`config.mk`:
```
export PLATFORM = sky130hd
export DESIGN_NAME = lcell_top
export DESIGN_NICKNAME = d
export VERILOG_FILES = /design/src/rtl/lcell_pkg.sv /design/src/rtl/lcell_cfg_chain.sv /design/src/rtl/lcell_tbl.sv /design/src/rtl/lcell_ff.sv /design/src/rtl/lcell_top.sv
export SDC_FILE = /design/constraint.sdc
export NUM_CORES = 1
export LEC_CHECK = 0
export BUFFER_PORTS_ARGS = -buffer_cell sky130_fd_sc_hd__clkbuf_2
export CORE_MARGIN = 3
export CORE_UTILIZATION = 34
export CTS_CLUSTER_SIZE = 20
export DETAILED_ROUTE_END_ITERATION = 10
export PLACE_DENSITY = 0.53
export REMOVE_ABC_BUFFERS = 1
export SYNTH_ARGS = -nofsm -noshare
export SYNTH_HDL_FRONTEND = slang
export SYNTH_SLANG_ARGS = --single-unit
export TNS_END_PERCENT = 1
```
`constraint.sdc`:
```
create_clock -name clk -period 4 [get_ports clk]
set_input_delay 0.8 -clock clk [delete_from_list [all_inputs] [get_ports clk]]
set_output_delay 0.8 -clock clk [all_outputs]
set_load 0.03 [all_outputs]
```
`src/rtl/lcell_pkg.sv`:
```
package lcell_pkg;
  localparam int unsigned TBL_IN   = 3;
  localparam int unsigned TBL_BITS = 1 << TBL_IN;
  localparam int unsigned CFG_BITS = 2 * TBL_BITS + 3;

  // Field order from MSB to LSB matches the serial shift order.
  typedef struct packed {
    logic [TBL_BITS-1:0] tbl_a;
    logic [TBL_BITS-1:0] tbl_b;
    logic                arith;
    logic                reg_sel;
    logic                ff_start;
  } cell_cfg_t;
endpackage

```
`src/rtl/lcell_cfg_chain.sv`:
```
module lcell_cfg_chain #(
  parameter int unsigned WIDTH = 19
) (
  input  logic             clk,
  input  logic             rst_n,
  input  logic             shift_en,
  input  logic             sin,
  output logic [WIDTH-1:0] word_q,
  output logic [WIDTH-1:0] word_d,
  output logic             sout
);
  always_comb begin
    word_d = word_q;
    if (shift_en) word_d = {word_q[WIDTH-2:0], sin};
  end

  always_ff @(posedge clk or negedge rst_n) begin
    if (!rst_n) word_q <= '0;
    else        word_q <= word_d;
  end

  assign sout = word_q[WIDTH-1];
endmodule

```
`src/rtl/lcell_tbl.sv`:
```
module lcell_tbl #(
  parameter int unsigned N_IN = 3,
  localparam int unsigned N_BITS = 1 << N_IN
) (
  input  logic [N_BITS-1:0] contents,
  input  logic [N_IN-1:0]   sel,
  output logic              f
);
  assign f = contents[sel];
endmodule

```
`src/rtl/lcell_ff.sv`:
```
module lcell_ff (
  input  logic clk,
  input  logic rst_n,
  input  logic hold_cfg,
  input  logic start_cfg,
  input  logic start_run,
  input  logic srst_n,
  input  logic ce,
  input  logic d,
  output logic q
);
  logic q_nxt;

  always_comb begin
    q_nxt = q;
    if (hold_cfg)     q_nxt = start_cfg;
    else if (!srst_n) q_nxt = start_run;
    else if (ce)      q_nxt = d;
  end

  always_ff @(posedge clk or negedge rst_n) begin
    if (!rst_n) q <= 1'b0;
    else        q <= q_nxt;
  end
endmodule

```
`src/rtl/lcell_top.sv`:
```
module lcell_top
  import lcell_pkg::*;
#(
  parameter int unsigned SYNC_STAGES = 2,
  localparam int unsigned DIN_W = TBL_IN + 1
) (
  input  logic             clk,
  input  logic             rst_n,
  input  logic             cfg_en,
  input  logic             cfg_in,
  output logic             cfg_out,
  input  logic [DIN_W-1:0] din,
  input  logic             carry_in,
  input  logic             ce,
  input  logic             srst_n,
  output logic             carry_out,
  output logic             cell_out
);
  // Reset: asserted at once, released through a synchronizer.
  logic [SYNC_STAGES-1:0] rst_pipe;
  logic                   rst_ns;

  always_ff @(posedge clk or negedge rst_n) begin
    if (!rst_n) rst_pipe <= '0;
    else        rst_pipe <= {rst_pipe[SYNC_STAGES-2:0], 1'b1};
  end
  assign rst_ns = rst_pipe[SYNC_STAGES-1];

  // Configuration chain.
  logic [CFG_BITS-1:0] cfg_word_q, cfg_word_d;
  cell_cfg_t           cfg_q, cfg_d;

  lcell_cfg_chain #(.WIDTH(CFG_BITS)) u_chain (
    .clk      (clk),
    .rst_n    (rst_ns),
    .shift_en (cfg_en),
    .sin      (cfg_in),
    .word_q   (cfg_word_q),
    .word_d   (cfg_word_d),
    .sout     (cfg_out)
  );
  assign cfg_q = cell_cfg_t'(cfg_word_q);
  assign cfg_d = cell_cfg_t'(cfg_word_d);

  // Two 3-input tables; index 0 is table A, index 1 is table B.
  logic [1:0][TBL_BITS-1:0] tbl_contents;
  logic [1:0]               tbl_f;
  assign tbl_contents = {cfg_q.tbl_b, cfg_q.tbl_a};

  for (genvar t = 0; t < 2; t++) begin : g_tbl
    lcell_tbl #(.N_IN(TBL_IN)) u_tbl (
      .contents (tbl_contents[t]),
      .sel      (din[TBL_IN-1:0]),
      .f        (tbl_f[t])
    );
  end

  // Mode selection: merged table or full adder.
  logic logic_res, sum_res, maj_res, cell_res, ff_q;

  always_comb begin
    logic_res = din[TBL_IN] ? tbl_f[1] : tbl_f[0];
    sum_res   = tbl_f[0] ^ tbl_f[1] ^ carry_in;
    maj_res   = (tbl_f[0] & tbl_f[1]) | (carry_in & (tbl_f[0] ^ tbl_f[1]));
    cell_res  = cfg_q.arith ? sum_res : logic_res;
  end

  assign carry_out = cfg_q.arith & maj_res;

  lcell_ff u_ff (
    .clk       (clk),
    .rst_n     (rst_ns),
    .hold_cfg  (cfg_en),
    .start_cfg (cfg_d.ff_start),
    .start_run (cfg_q.ff_start),
    .srst_n    (srst_n),
    .ce        (ce),
    .d         (cell_res),
    .q         (ff_q)
  );

  assign cell_out = cfg_en ? 1'b0 : (cfg_q.reg_sel ? ff_q : cell_res);
endmodule

```
==> Word-level counts from Yosys, hierarchy flattened <==
Index checks and enable logic that the tools add are counted.
{ "classes": {"magnitude_cmp": 1, "eq_ne": 1, "n_mux": 12, "bitwise_logic": 6} }
{ "op_table": {"columns": ["operator", "n"], "rows": [
  ["$mux 1", 10],
  ["$bmux 1 s3", 2],
  ["$lt 3x4->1 const B", 1],
  ["$and 1x1->1", 3],
  ["$ne 3x3->1 const B", 1],
  ["$xor 1x1->1", 2],
  ["$or 1x1->1", 1]
]} }
{ "totals": {"regBits": 22, "input_bits": 11, "wordCells": 24} }

==> Depth between registers and ports, before layout <==
{ "logic_depth": {"ltp_word": 8, "ltp_mapped": 6, "mapped_depth_nobuf": 5} }

==> Hierarchy <==
A second synthesis with hierarchy kept.
{ "hier_totals": {"cells_unflattened": 67, "area_unflattened_um2": 1096.1} }
{ "modules_own_cells": {"columns": ["mod", "instances", "cells_each", "area_per_inst_um2", "seq_area_each_um2"], "rows": [
  ["lcell_cfg_chain", 1, 41, 765.7, 475.5],
  ["lcell_top", 1, 14, 140.1, 50.0],
  ["lcell_tbl", 2, 3, 63.8, 0.0],
  ["lcell_ff", 1, 6, 62.6, 25.0]
]} }

==> Least setup slack after synthesis <==
OpenSTA, ideal clock, no wires.
{ "synth_path": {"path_kind": "input-to-output", "start": "in din[0]", "end": "out cell_out", "arrival_time_ns": 2.764, "t_required_ns": 3.200, "path_slack_ns": 0.436, "path_stages": 6, "path_buffers": 1, "cell_sequence": "buf_6 mux2i_1 mux4_2 fa_1 a22o_2 o22ai_1"} }
{ "synth_via": {"elab_chain_cells": 7, "word_cells_on_any_way": 10, "cone_classes": "8 x mux; 2 x bitwise"} }
{ "synth_rtl": {"columns": ["item", "line_no", "text"], "rows": [
  ["from (decl)", "lcell_top.sv:12", "input logic [DIN_W-1:0] din,"],
  ["$bmux 1 s3", "lcell_tbl.sv:9", "assign f = contents[sel];"],
  ["$mux 1 (implied by the code)", "lcell_tbl.sv:9", null],
  ["$xor 1x1->1 (2 in series)", "lcell_top.sv:63", "sum_res = tbl_f[0] ^ tbl_f[1] ^ carry_in;"],
  ["$mux 1 *", "lcell_top.sv:65", "cell_res = cfg_q.arith ? sum_res : logic_res;"],
  ["$mux 1 * (2 in series)", "lcell_top.sv:82", "assign cell_out = cfg_en ? 1'b0 : (cfg_q.reg_sel ? ff_q : cell_res);"],
  ["to (decl)", "lcell_top.sv:17", "output logic cell_out"]
]} }
Every way passes the cells marked *; elsewhere a longest branch is shown, timed or not. The select of a mux whose other input is x is not followed.

==> Worst setup path after layout <==
Same ends and word-level chain as after synthesis.

==> results.sh <==
export IMPL_start_util_pct=36.75
export IMPL_fin_nets=101
export IMPL_num_vias=619
export IMPL_row_count=19
export IMPL_layout_min_cycle_time_ns=3.579
export IMPL_setup_viol=0
export IMPL_ctsResizeCount=0
export IMPL_syn_area_sq_um=1040
export IMPL_grt_total_usage_pct=9.930
export IMPL_port_buffers=13
export IMPL_crit_path_start_kind="input pin"
export IMPL_drive_gt1_share_pct=43.18
export IMPL_path_class="in2out"
export IMPL_netlist_instances=75
export IMPL_synth_warnings=0
export IMPL_clock_sinks=22
export IMPL_htree_levels=1
export IMPL_syn_to_final_growth_pct=11.31
export IMPL_maxSlewViolCount=0
export IMPL_gp_congestion=0.7607
export IMPL_core_area_sq_um=2829
export IMPL_synth_cell_types=19
export IMPL_die_w_um=61.30
export IMPL_clk_insertion_delay_late_ns=0.30
export IMPL_drc_errors=0
export IMPL_instances_no_fill=119
export IMPL_grt_pass1_wl_um=2691
export IMPL_path_clk_slew_ns=0.12
export IMPL_grt_max_degree=25
export IMPL_synth_seq_area_share_pct=52.95
export IMPL_wirelength_um=1659
export IMPL_crit_path_end_kind="output port"
export IMPL_min_path_type="in2async"
export IMPL_grt_pass1_vias=621
export IMPL_synth_area_per_cell_sq_um=13.86
export IMPL_maxCapViolations=0
export IMPL_routed_via_density=5.202
export IMPL_finalCritPeriodShare_pct=89.47
export IMPL_worst_pin_slew_ns=0.8065
export IMPL_cts_tree="done"
export IMPL_drtAntennaViolNets=0
export IMPL_pre_cts_ws_ns=0.4057
export IMPL_r2r_cells=5
export IMPL_die_height_um=61.30
export IMPL_skew_ns=0.002643
export IMPL_cp_max_fo=8
export IMPL_n_antenna_cell=0
export IMPL_cts_hold_buf=0
export IMPL_status="finished, final reports clean"
export IMPL_setup_tns_final_ns=0
export IMPL_crit_required_ns=3.20
export IMPL_p_leak_nw=0.5514
export IMPL_die_area_sq_um=3758
export IMPL_root_buffer="clkbuf_4"
export IMPL_first_pass_iters=4
export IMPL_antenna_found_initial=0
export IMPL_detailedPlacementHpwl_um=1200
export IMPL_cts_buffer_depth=2
export IMPL_wl_per_cell_um=13.94
export IMPL_placed_cells=115
export IMPL_powerDensity_nw_per_um2=590.6
export IMPL_crit_arrival_ns=2.78
export IMPL_rsz0062_at_grt="no"
export IMPL_layout_setup_ws_ns=0.4210
export IMPL_yosys_register_bits=22
export IMPL_dr_first_iter_drc_count=26
export IMPL_ir_drop_v=0.0002241
export IMPL_final_hold_violation_count=0
export IMPL_grt_ovfl_total=0
export IMPL_cts_setup_buffers=0
export IMPL_stdcell_area_sq_um=1157
export IMPL_relSlewSlack_pct=46.23
export IMPL_fmax_mhz=279.4
export IMPL_cts_buffers=3
export IMPL_placed_cell_area_sq_um=1121
export IMPL_io_pin_count=14
-- synthesized netlist by cell type --
cell / number / area share (%)
nand2_1: 3 / 1.1
mux2_2: 18 / 19
o21ai_0: 1 / 0.48
clkbuf_1: 3 / 1.1
a222oi_1: 1 / 0.96
dfrtp_1: 22 / 53
conb_1: 1 / 0.36
and2b_1: 1 / 0.72
nor2_1: 3 / 1.1
a211o_1: 2 / 1.7
inv_1: 3 / 1.1
fa_1: 1 / 1.9
o22ai_1: 1 / 0.60
mux2i_1: 9 / 8.7
a2bb2oi_1: 1 / 0.84
mux4_2: 2 / 4.3
buf_6: 1 / 1.1
nor2b_1: 1 / 0.60
a22o_2: 1 / 0.96
-- layout by cell type, fill, tap and decap left out --
master	synthesis	routed
mux2i_1	9	9
o22ai_1	1	1
a211o_1	2	2
clkbuf_8	0	1
fa_1	1	1
a222oi_1	1	1
mux4_2	2	2
clkbuf_4	0	3
a22o_2	1	1
dfrtp_1	22	22
nand2_1	3	3
a2bb2oi_1	1	1
inv_1	3	3
clkbuf_2	0	13
and2b_1	1	1
nor2_1	3	3
o21ai_0	1	1
conb_1	1	1
nor2b_1	1	1
mux2_2	18	18
-- cell type report --
| type | instances | area [sq um] |
|---|---|---|
| Multi-Input combinational cell | 46 | 455.4 |
| Sequential cell | 22 | 550.5 |
| Timing Repair Buffer | 13 | 65.06 |
| Fill cell | 261 | 1672 |
| Inverter | 3 | 11.26 |
| Tap cell | 31 | 38.79 |
| Clock buffer | 4 | 36.28 |
-- flip-flops by register name, summed over array words and instances, names as in the netlist --
register,count
rst_pipe,2
u_chain.word_q,19
u_ff.q,1
-- worst paths after layout --
check / startpoint / endpoint / slack, ns
max in group asynchronous: rst_pipe[1]$_DFF_PN0_ / u_ff.q$_DFFE_PN0P_ / 3.16
max: din[0] / cell_out / 0.42
max reg2reg: u_chain.word_q[18]$_DFFE_PN0P_ / u_ff.q$_DFFE_PN0P_ / 1.89
min in group clk: rst_pipe[0]$_DFF_PN0_ / rst_pipe[1]$_DFF_PN0_ / 0.36
min: rst_n / rst_pipe[0]$_DFF_PN0_ / 0.26
min reg2reg: rst_pipe[1]$_DFF_PN0_ / u_chain.word_q[8]$_DFFE_PN0P_ / 0.34
-- logic make-up (layout without fill, tap and decap cells) --
family                     count (synthesis)  count (layout)  synth area share, %
other                                      1               1               0.3607
adders and majority gates                  1               1                1.925
muxes                                     29              29                32.49
DFF                                       22              22                52.95
AOI/OAI and AO/OA                          7               7                5.536
and+or+nand+nor                            8               8                3.490
buffers and inverters                      7              20                3.249
-- routing by layer --
layer	vias up	share of wire, %	track usage [%]
met1	312	48	12.86
met4	0	1.0	5.573
met5	-	0	0
met2	11	46	15.26
met3	2	4.8	2.306
li1	294	-	-
-- stage by stage --
stage               utilization [%]  power (mW)  hold WS, ns
global placement              39.63      0.5691       0.3374
floorplan                         -      0.5126       0.2535
finish                        40.91      0.6836       0.2563
global route                  40.91      0.7373       0.2288
detailed placement            39.63      0.5740       0.3402
CTS                           40.91      0.6962       0.2433
-- power breakdown --
group          leakage [nW]  switching, mW  internal (mW)  total (mW)
Clock                0.0210         0.0647         0.0554       0.120
Combinational         0.262         0.0854          0.122       0.207
Sequential            0.268         0.0585          0.298       0.356
-- worst max-delay path, cell delays in order --
cell	delay, ns
clkbuf_2	0.20
mux2i_1	0.16
mux4_2	0.53
fa_1	0.49
a22o_2	0.24
o22ai_1	0.12
clkbuf_2	0.23
No activity file was read; power rests on OpenSTA's default activity.
